[config.mk]
export PLATFORM = sky130hd
export DESIGN_NAME = quad_host_front
export DESIGN_NICKNAME = d
export VERILOG_FILES = /design/src/rtl/quad_host_pkg.sv /design/src/rtl/qh_strobe_sync.sv /design/src/rtl/qh_bus_decoder.sv /design/src/rtl/qh_xfer_ctrl.sv /design/src/rtl/qh_irq_router.sv /design/src/rtl/quad_host_front.sv
export SDC_FILE = /design/constraint.sdc
export NUM_CORES = 1
export LEC_CHECK = 0
export ABC_AREA = 1
export BUFFER_PORTS_ARGS = -buffer_cell sky130_fd_sc_hd__buf_2
export CAP_MARGIN = 20
export CORE_MARGIN = 1.5
export CORE_UTILIZATION = 47
export CTS_BUF_LIST = sky130_fd_sc_hd__clkbuf_8 sky130_fd_sc_hd__clkbuf_16
export DETAILED_ROUTE_END_ITERATION = 16
export PLACE_DENSITY = 0.84
export REMOVE_ABC_BUFFERS = 1
export SKIP_CTS_REPAIR_TIMING = 1
export SLEW_MARGIN = 40
export SYNTH_ARGS = -nofsm -noshare
export SYNTH_HDL_FRONTEND = slang
export SYNTH_SLANG_ARGS = --single-unit
[constraint.sdc]
create_clock -name clk -period 3.9 [get_ports clk]
set_input_delay 0.78 -clock clk [delete_from_list [all_inputs] [get_ports clk]]
set_output_delay 0.78 -clock clk [all_outputs]
set_load 0.005 [all_outputs]
[src/rtl/quad_host_pkg.sv]
// Shared constants for the quad host front end.
// Assumes four channels with byte-wide registers at eight offsets.
package quad_host_pkg;
    localparam int unsigned QH_NCH   = 4;
    localparam int unsigned QH_AW    = 3;
    localparam int unsigned QH_DW    = 8;
    localparam int unsigned QH_SYNC  = 2;
endpackage

[src/rtl/qh_strobe_sync.sv]
// Synchronizes one active-low asynchronous strobe into the clock domain.
// Gives a synchronized "strobe low" level and a one-cycle pulse on the release
// (rising) edge. Assumes the strobe stays low for at least STAGES+1 clocks.
module qh_strobe_sync #(
    parameter int unsigned STAGES = 2
) (
    input  logic clk,
    input  logic rst_n,
    input  logic strobe_n,
    output logic level_lo,
    output logic rise
);
    logic [STAGES-1:0] chain;
    logic              prev;

    // Shift the raw strobe through the synchronizer chain.
    always_ff @(posedge clk) begin
        if (!rst_n) chain <= '1;
        else        chain <= {chain[STAGES-2:0], strobe_n};
    end

    // Keep the last synchronized level for edge detection.
    always_ff @(posedge clk) begin
        if (!rst_n) prev <= 1'b1;
        else        prev <= chain[STAGES-1];
    end

    assign level_lo = ~chain[STAGES-1];
    assign rise     = chain[STAGES-1] & ~prev;
endmodule

[src/rtl/qh_bus_decoder.sv]
// Decodes the channel selects and builds the asynchronous read path.
// A select is valid only when exactly one select is low. The bus is driven
// only while the read strobe is low and the select is valid.
module qh_bus_decoder #(
    parameter int unsigned NCH = 4,
    parameter int unsigned DW  = 8,
    localparam int unsigned IDX_W = (NCH > 1) ? $clog2(NCH) : 1,
    localparam int unsigned CNT_W = $clog2(NCH + 1)
) (
    input  logic [NCH-1:0]    cs_n,
    input  logic              rd_n,
    input  logic [NCH*DW-1:0] rdata,
    output logic              sel_valid,
    output logic [IDX_W-1:0]  sel_idx,
    output logic [DW-1:0]     dout,
    output logic              doe
);
    logic [CNT_W-1:0] act_cnt;

    // Count active selects and remember the index of the last one found.
    always_comb begin
        act_cnt = '0;
        sel_idx = '0;
        for (int i = 0; i < NCH; i++) begin
            if (!cs_n[i]) begin
                act_cnt = act_cnt + 1'b1;
                sel_idx = IDX_W'(i);
            end
        end
    end

    assign sel_valid = (act_cnt == CNT_W'(1));

    // Drive the selected channel's byte during a valid read, else release.
    always_comb begin
        doe  = sel_valid & ~rd_n;
        dout = doe ? rdata[sel_idx*DW +: DW] : '0;
    end
endmodule

[src/rtl/qh_xfer_ctrl.sv]
// Turns synchronized host strobes into single-cycle channel command pulses.
// Captures select, offset and data while a strobe is low and fires one pulse
// on the strobe's release edge. Assumes the host holds select, offset and data
// steady until the strobe has been released for a few clocks.
module qh_xfer_ctrl #(
    parameter int unsigned NCH = 4,
    parameter int unsigned AW  = 3,
    parameter int unsigned DW  = 8,
    localparam int unsigned IDX_W = (NCH > 1) ? $clog2(NCH) : 1
) (
    input  logic             clk,
    input  logic             rst_n,
    input  logic             wr_lo,
    input  logic             wr_rise,
    input  logic             rd_lo,
    input  logic             rd_rise,
    input  logic             sel_valid,
    input  logic [IDX_W-1:0] sel_idx,
    input  logic [AW-1:0]    addr,
    input  logic [DW-1:0]    din,
    output logic [NCH-1:0]   wr_stb,
    output logic [NCH-1:0]   rd_stb,
    output logic [AW-1:0]    cmd_addr,
    output logic [DW-1:0]    cmd_data
);
    logic             cap_valid;
    logic [IDX_W-1:0] cap_idx;
    logic [AW-1:0]    cap_addr;
    logic [DW-1:0]    cap_data;

    // Capture select and offset while either strobe is active.
    always_ff @(posedge clk) begin
        if (!rst_n) begin
            cap_valid <= 1'b0;
            cap_idx   <= '0;
            cap_addr  <= '0;
        end else if (wr_lo || rd_lo) begin
            cap_valid <= sel_valid;
            cap_idx   <= sel_idx;
            cap_addr  <= addr;
        end
    end

    // Capture write data only while the write strobe is active.
    always_ff @(posedge clk) begin
        if (!rst_n)     cap_data <= '0;
        else if (wr_lo) cap_data <= din;
    end

    // Issue one pulse per released strobe to the captured channel.
    always_ff @(posedge clk) begin
        if (!rst_n) begin
            wr_stb   <= '0;
            rd_stb   <= '0;
            cmd_addr <= '0;
            cmd_data <= '0;
        end else begin
            wr_stb <= '0;
            rd_stb <= '0;
            if (wr_rise && cap_valid) begin
                wr_stb[cap_idx] <= 1'b1;
                cmd_addr        <= cap_addr;
                cmd_data        <= cap_data;
            end else if (rd_rise && cap_valid) begin
                rd_stb[cap_idx] <= 1'b1;
                cmd_addr        <= cap_addr;
            end
        end
    end

    assert_wr_onehot_R11: assert property (@(posedge clk) disable iff (!rst_n)
        $onehot0(wr_stb));
    assert_rd_onehot_R11: assert property (@(posedge clk) disable iff (!rst_n)
        $onehot0(rd_stb));
    assert_wr_single_R3: assert property (@(posedge clk) disable iff (!rst_n)
        (wr_stb != '0) |=> (wr_stb == '0));
    assert_rd_single_R4: assert property (@(posedge clk) disable iff (!rst_n)
        (rd_stb != '0) |=> (rd_stb == '0));
    assert_wr_after_edge_R3: assert property (@(posedge clk) disable iff (!rst_n)
        (wr_stb != '0) |-> $past(wr_rise));
endmodule

[src/rtl/qh_irq_router.sv]
// Maps per-channel interrupt requests onto the interrupt pins.
// Individual mode: pin n follows request n, enabled by its channel bit or the
// strap. Global mode: pin 0 carries the OR of all requests at the chosen
// polarity and the other pins are disabled. A disabled pin drives 0 with oe=0.
module qh_irq_router #(
    parameter int unsigned NCH = 4
) (
    input  logic           clk,
    input  logic           rst_n,
    input  logic [NCH-1:0] irq_req,
    input  logic [NCH-1:0] irq_en,
    input  logic           strap_on,
    input  logic           gint_mode,
    input  logic           gint_act_hi,
    output logic [NCH-1:0] pin_val,
    output logic [NCH-1:0] pin_oe
);
    logic any_req;

    assign any_req = |irq_req;

    for (genvar n = 0; n < NCH; n++) begin : g_pin
        if (n == 0) begin : g_head
            // Pin 0: global output in global mode, else its own channel.
            always_comb begin
                if (gint_mode) begin
                    pin_oe[n]  = 1'b1;
                    pin_val[n] = gint_act_hi ? any_req : ~any_req;
                end else begin
                    pin_oe[n]  = irq_en[n] | strap_on;
                    pin_val[n] = pin_oe[n] & irq_req[n];
                end
            end
        end else begin : g_tail
            // Other pins: own channel only when not in global mode.
            always_comb begin
                pin_oe[n]  = ~gint_mode & (irq_en[n] | strap_on);
                pin_val[n] = pin_oe[n] & irq_req[n];
            end
        end
    end

    assert_gint_high_R7: assert property (@(posedge clk) disable iff (!rst_n)
        (gint_mode && gint_act_hi && (irq_req != '0)) |-> (pin_oe[0] && pin_val[0]));
    assert_gint_low_R8: assert property (@(posedge clk) disable iff (!rst_n)
        (gint_mode && !gint_act_hi && (irq_req != '0)) |-> (pin_oe[0] && !pin_val[0]));
    assert_gint_others_off_R9: assert property (@(posedge clk) disable iff (!rst_n)
        gint_mode |-> (pin_oe[NCH-1:1] == '0));
    assert_strap_all_on_R6: assert property (@(posedge clk) disable iff (!rst_n)
        (strap_on && !gint_mode) |-> (pin_oe == '1));
endmodule

[src/rtl/quad_host_front.sv]
// Top of the quad host front end: asynchronous host bus decode, strobe
// synchronization, per-channel command pulses and interrupt pin routing.
// Assumes host select, offset and write data stay stable around each strobe.
module quad_host_front
    import quad_host_pkg::*;
#(
    parameter int unsigned NCH   = QH_NCH,
    parameter int unsigned AW    = QH_AW,
    parameter int unsigned DW    = QH_DW,
    parameter int unsigned SYNC  = QH_SYNC,
    localparam int unsigned IDX_W = (NCH > 1) ? $clog2(NCH) : 1
) (
    input  logic              clk,
    input  logic              rst_n,
    input  logic [AW-1:0]     host_addr,
    input  logic              host_rd_n,
    input  logic              host_wr_n,
    input  logic [NCH-1:0]    host_cs_n,
    input  logic [DW-1:0]     host_din,
    output logic [DW-1:0]     host_dout,
    output logic              host_doe,
    input  logic              strap_irq_always,
    output logic [AW-1:0]     ch_peek_addr,
    input  logic [NCH*DW-1:0] ch_rdata,
    output logic [AW-1:0]     ch_cmd_addr,
    output logic [DW-1:0]     ch_cmd_data,
    output logic [NCH-1:0]    ch_wr_stb,
    output logic [NCH-1:0]    ch_rd_stb,
    input  logic [NCH-1:0]    ch_irq,
    input  logic [NCH-1:0]    ch_irq_en,
    input  logic              ch0_gint_mode,
    input  logic              ch0_gint_act_hi,
    output logic [NCH-1:0]    irq_pin,
    output logic [NCH-1:0]    irq_pin_oe
);
    logic             wr_lo, wr_rise, rd_lo, rd_rise;
    logic             sel_valid;
    logic [IDX_W-1:0] sel_idx;

    // The channel read lookup follows the live host offset.
    assign ch_peek_addr = host_addr;

    qh_strobe_sync #(.STAGES(SYNC)) u_wr_sync (
        .clk(clk), .rst_n(rst_n), .strobe_n(host_wr_n),
        .level_lo(wr_lo), .rise(wr_rise)
    );

    qh_strobe_sync #(.STAGES(SYNC)) u_rd_sync (
        .clk(clk), .rst_n(rst_n), .strobe_n(host_rd_n),
        .level_lo(rd_lo), .rise(rd_rise)
    );

    qh_bus_decoder #(.NCH(NCH), .DW(DW)) u_dec (
        .cs_n(host_cs_n), .rd_n(host_rd_n), .rdata(ch_rdata),
        .sel_valid(sel_valid), .sel_idx(sel_idx),
        .dout(host_dout), .doe(host_doe)
    );

    qh_xfer_ctrl #(.NCH(NCH), .AW(AW), .DW(DW)) u_xfer (
        .clk(clk), .rst_n(rst_n),
        .wr_lo(wr_lo), .wr_rise(wr_rise), .rd_lo(rd_lo), .rd_rise(rd_rise),
        .sel_valid(sel_valid), .sel_idx(sel_idx),
        .addr(host_addr), .din(host_din),
        .wr_stb(ch_wr_stb), .rd_stb(ch_rd_stb),
        .cmd_addr(ch_cmd_addr), .cmd_data(ch_cmd_data)
    );

    qh_irq_router #(.NCH(NCH)) u_irq (
        .clk(clk), .rst_n(rst_n),
        .irq_req(ch_irq), .irq_en(ch_irq_en), .strap_on(strap_irq_always),
        .gint_mode(ch0_gint_mode), .gint_act_hi(ch0_gint_act_hi),
        .pin_val(irq_pin), .pin_oe(irq_pin_oe)
    );
endmodule

Yosys cells after proc, flatten, opt, wreduce, memory -nomap -nowiden
Index checks and enable logic that the tools add are counted.
{"block": "op_classes", "n_addsub": 3, "n_lt_le_gt_ge": 2, "n_eq_ne": 1, "shift": 1, "muxes": 15, "n_bitwise": 23, "reduce_logical": 8}
{"cell": "$shiftx A32 B6 Y8", "count": 1}
{"cell": "$mux W3", "count": 5}
{"cell": "$and A1 B1 Y1", "count": 10}
{"cell": "$not A1 Y1", "count": 9}
{"cell": "$mux W8", "count": 1}
{"cell": "$add A3 B1 Y3 const B", "count": 2}
{"cell": "$mux W1", "count": 6}
{"cell": "$mux W2", "count": 2}
{"cell": "$or A1 B1 Y1", "count": 4}
{"cell": "$reduce_or A4 Y1", "count": 1}
{"cell": "$eq A3 B1 Y1 const B", "count": 1}
{"cell": "$logic_and A1 B1 Y1", "count": 3}
{"cell": "$lt A2 B3 Y1 const B", "count": 1}
{"cell": "$reduce_or A3 Y1", "count": 1}
{"cell": "$add A1 B1 Y2 const B", "count": 1}
{"cell": "$demux W1 S2", "count": 1}
{"cell": "$ge A2 B1 Y1 const B", "count": 1}
{"cell": "$reduce_and A2 Y1", "count": 1}
{"cell": "$reduce_bool A2 Y1", "count": 1}
{"cell": "$logic_or A1 B1 Y1", "count": 1}
{"block": "word_totals", "register_bits": 39, "output_inout_bits": 39, "wordCells": 65}

Longest topological paths before layout
{"block": "depth", "depth_word": 10, "mapped_depth": 14}

Modules after synthesis
From an unflattened synthesis, not the netlist that was laid out.
{"block": "unflattened", "cells_unflattened": 287, "area_unflattened_um2": 1968.1}
{"module": "qh_xfer_ctrl", "n_inst": 1, "cells_per_inst": 139, "area_each_um2": 1137.3, "seq_area_each_um2": 660.6}
{"module": "qh_bus_decoder", "n_inst": 1, "cells_per_inst": 103, "area_each_um2": 518.0, "seq_area_each_um2": 0.0}
{"module": "qh_strobe_sync", "n_inst": 2, "cells_per_inst": 10, "area_each_um2": 88.8, "seq_area_each_um2": 60.1}
{"module": "qh_irq_router", "n_inst": 1, "cells_per_inst": 22, "area_each_um2": 112.6, "seq_area_each_um2": 0.0}
{"module": "quad_host_front", "n_inst": 1, "cells_per_inst": 3, "area_each_um2": 22.5, "seq_area_each_um2": 0.0}

Worst setup path after synthesis
Ideal clock, no wire load.
{"block": "synth_timing", "path_kind": "input to output", "from": "input host_cs_n[1]", "to": "output host_dout[0]", "t_arrival_ns": 2.159, "required_time_ns": 3.120, "slack_ns": 0.961, "cell_stages": 12, "n_path_buf": 0, "path_cell_list": "inv_2 > ha_1 > inv_1 > nand2_1 > nand2_1 > inv_1 > ha_1 > inv_1 > nor2_1 > a21oi_2 > nand4_4 > nor2_1"}
{"block": "synth_via", "elab_chain_cells": 8}
{"item": "start: declaration", "line": "quad_host_front.sv:18", "source": "input logic [NCH-1:0] host_cs_n,"}
{"item": "$mux W3", "line": "qh_bus_decoder.sv:25", "source": "if (!cs_n[i]) begin"}
{"item": "$add A3 B1 Y3", "line": "qh_bus_decoder.sv:26", "source": "act_cnt = act_cnt + 1'b1;"}
{"item": "$mux W3", "line": "qh_bus_decoder.sv:25"}
{"item": "$add A3 B1 Y3", "line": "qh_bus_decoder.sv:26"}
{"item": "$mux W3", "line": "qh_bus_decoder.sv:25"}
{"item": "$eq A3 B1 Y1", "line": "qh_bus_decoder.sv:32", "source": "assign sel_valid = (act_cnt == CNT_W'(1));"}
{"item": "$and A1 B1 Y1", "line": "qh_bus_decoder.sv:36", "source": "doe = sel_valid & ~rd_n;"}
{"item": "$mux W8 (*)", "line": "qh_bus_decoder.sv:37", "source": "dout = doe ? rdata[sel_idx*DW +: DW] : '0;"}
{"item": "end: declaration", "line": "quad_host_front.sv:20", "source": "output logic [DW-1:0] host_dout,"}
Every way passes the cells marked *; elsewhere a longest branch is shown, timed or not.

Worst setup path after layout
Ends and elaborated chain as after synthesis.

==> run metrics <==
via count of the first global-routing pass=1739; power per unit of standard cell area=332.5 nW/µm²; final total negative setup slack=0 ns; initial antenna violation count=0; final global-route overflow total=0; data required time of the critical path=3.12 ns; global placer's final weighted congestion=0.8602; commonest non-fill, non-tap cells in the layout=100 x buf_2, 62 x nor2_1, 39 x dfxtp_1; mux share of post-synthesis cell area=0%; Comb power frac=16.6%; ratio of cells with drive above 1 in the final layout=32.23%; half-perimeter wire length after detailed placement=3.295 mm; cell seen most often among critical-path stages=inv_1; post-route clock skew=0.007140 ns; worst hold start=u_rd_sync.chain[0]; via count of the routed design=1927; compound-cell area share of the yosys netlist=16.64%; crit path max-delay cell type=ha_1; Core Util, Final=65.47%; Std-Cell Rows=22; DIE AREA=4270 µm²; Initial DRC Count=104; combinational family with the most area after synthesis=simple AND/OR/NAND/NOR gates; area overhead of the layout relative to synthesis=32.19%; clk sink count=39; max-slew headroom at the worst pin=68.63%; largest net degree at the start of global routing=24; clk_lat worst skew=0.28 ns; buffer depth of the longest clock path=2; final antenna diode count=0; endpoint of the most critical register-to-register path=u_xfer.cmd_data[6]; Port Buf Inserts=100; ANT nets after route=0; Hold Crit Endpoint=u_rd_sync.chain[1]; Final Hold Fails=0; startpoint class of the critical path=input pin; count of pins over their slew limit=0; MaxCap Viol Count=0; length in cells of the worst reg-to-reg path=4; maximum fanout along the worst path=10; number of inserted filler cells in the final layout=357; upper clock frequency limit=0.2985 GHz; sequential cell area fraction in the yosys report=42.74%; CP cell instances=buf_2, inv_2, ha_1, inv_1, nand2_1, nand2_1, inv_1, ha_1, inv_1, nor2_1, a21oi_2, nand4_4, nor2_1, buf_2; Leak=1.284 nW; Min-Delay Path Depth=1; Slew @ Worst Pin=0.4699 ns; share of the synthesized netlist area taken by xor and xnor gates=0.4795%; most common cell after layout, fill and taps aside=buf_2; root buf cell=clkbuf_8; critical path class=input pin to output pin; routed wire length=4.191 mm; register area=780.7 µm²; flops & latches, synth=39; area inside the core boundary=3689 µm²; starting density of the core=49.53%; worst-case setup slack after placement=0.5549 ns; basic-gate share of the synthesized area counting and, or, nand and nor cells=27.53%; synthesis warning total=0; Worst Setup End Kind=output pin; net switching fraction of the power=26.23%; worst ir drop on vdd=0.1602 mV; Adder-Cell Fraction of Synth Area=2.055%; GRT Overall Usage=20.95%; CTS Buf Count=5; internal power=592.3 µW; wire length per cell=10.20 µm; Chip Width=65.35 µm; Cell variety after synth=22; Pre-Repair DR Iteration Count=4; final worst-path setup slack=0.5502 ns; kind of path behind the tightest hold check=flip-flop to flip-flop; Finish-stage setup viols=0; CTS tree=built; Synth Area per Inst=6.920 µm²; delay of the slowest cell on the worst path=0.28 ns; outcome=complete, no violations; switching power summed over all nets=210.6 µW; total area of multi-input combinational cells=853.3 µm²; Post-Route Hold Slack=0.4236 ns; Worst EP arrival=2.57 ns; H-tree level count=2; layout net count=427; average vias per placed instance=4.689; sequential group share of total power=52.1%; portion of total power attributed to the clock network=31.2%; ratio of final minimum period to clock period=85.89%; setup repair after global routing missed its margin=false; area of the mapped netlist=1827 µm²; clock slew at the register clock pins of the worst setup and hold paths=0.06 ns; wire length of the first global-routing pass=7.024 mm; die height=65.35 µm; flop2flop setup slack=2.49 ns; worst reg2reg startpoint=u_wr_sync.chain[1]; number of ports placed on the die boundary=101; synthesized instance count=264; residual DRC count=0; min Tclk post-route=3.350 ns
==> power by group through the flow <==
stage / combinational, mW / clock [mW] / sequential, mW
5_1_grt: 0.153 / 0.278 / 0.420
2_1_floorplan: 0.0721 / 0 / 0.426
6_report: 0.134 / 0.251 / 0.419
3_5_place_dp: 0.133 / 0 / 0.428
3_3_place_gp: 0.130 / 0 / 0.427
4_1_cts: 0.134 / 0.259 / 0.419
==> critical path, delay by kind of cell <==
kind | cells | cell delay (ns)
fa+ha+maj | 2 | 0.56
simple gates | 5 | 0.50
buf+inv | 6 | 0.56
compound gates | 1 | 0.18
==> stage by stage <==
step	power, mW	cells	area (µm²)
6_report	0.8029	411	2415
4_1_cts	0.8123	411	2415
3_3_place_gp	0.5570	403	2330
2_1_floorplan	0.4979	255	1769
3_5_place_dp	0.5613	403	2330
5_1_grt	0.8518	411	2415
==> logic make-up after synthesis <==
group           count (synthesis)
flops                          39
simple gates                  116
compound gates                 60
buf+inv                        45
xor+xnor                        1
fa+ha+maj                       3
==> area by class of cell <==
| cell class | instances | share of cell area [%] |
|---|---|---|
| multi-input combinational | 180 | 35.34 |
| sequential | 39 | 32.33 |
| timing repair buffer | 100 | 20.73 |
| inverter | 36 | 5.596 |
| clock buffer | 5 | 2.850 |
| tap | 48 | 2.487 |
| clock inverter | 3 | 0.6736 |
==> sequential cells by signal (all words and copies together), names as in the netlist, 3 cells and up <==
signal / flops
u_xfer.cap_data: 8
u_xfer.cmd_data: 8
u_xfer.rd_stb: 4
u_xfer.wr_stb: 4
u_xfer.cap_addr: 3
u_xfer.cmd_addr: 3
==> routing by layer <==
metal / track usage, % / up-vias / share of wire [%]
met5: 0 / - / 0
met2: 38.14 / 49 / 52
met1: 22.80 / 834 / 41
met4: 7.813 / 0 / 2.1
li1: - / 1033 / -
met3: 6.164 / 11 / 4.2
==> synth_stat cells <==
library cell | instances | area, µm²
nor2_1 | 62 | 232.7
dfxtp_1 | 39 | 780.8
o21ai_0 | 34 | 170.2
inv_1 | 33 | 123.9
nand2_1 | 30 | 112.6
o21ai_1 | 16 | 80.08
a21oi_1 | 9 | 45.04
nor3_1 | 8 | 40.04
nand3_1 | 6 | 30.03
buf_4 | 4 | 30.03
or2_2 | 4 | 25.02
clkbuf_1 | 3 | 11.26
ha_1 | 3 | 37.54
inv_2 | 3 | 11.26
nor3b_1 | 3 | 22.52
a21oi_2 | 1 | 8.760
buf_2 | 1 | 5.000
buf_6 | 1 | 11.26
nand3b_1 | 1 | 7.510
nand4_4 | 1 | 21.27
nor2_4 | 1 | 11.26
xor2_1 | 1 | 8.760
==> worst max path at each step <==
| stage | start | end |
|---|---|---|
| after global routing | host_cs_n[1] | host_dout[3] |
| after CTS | host_cs_n[1] | host_dout[0] |
| after detailed placement | host_cs_n[1] | host_dout[0] |
| final | host_cs_n[1] | host_dout[0] |
| after global placement | host_cs_n[1] | host_dout[4] |
| after floorplan | host_cs_n[1] | host_dout[0] |
Note: power is estimated with default switching activity, not from simulation.
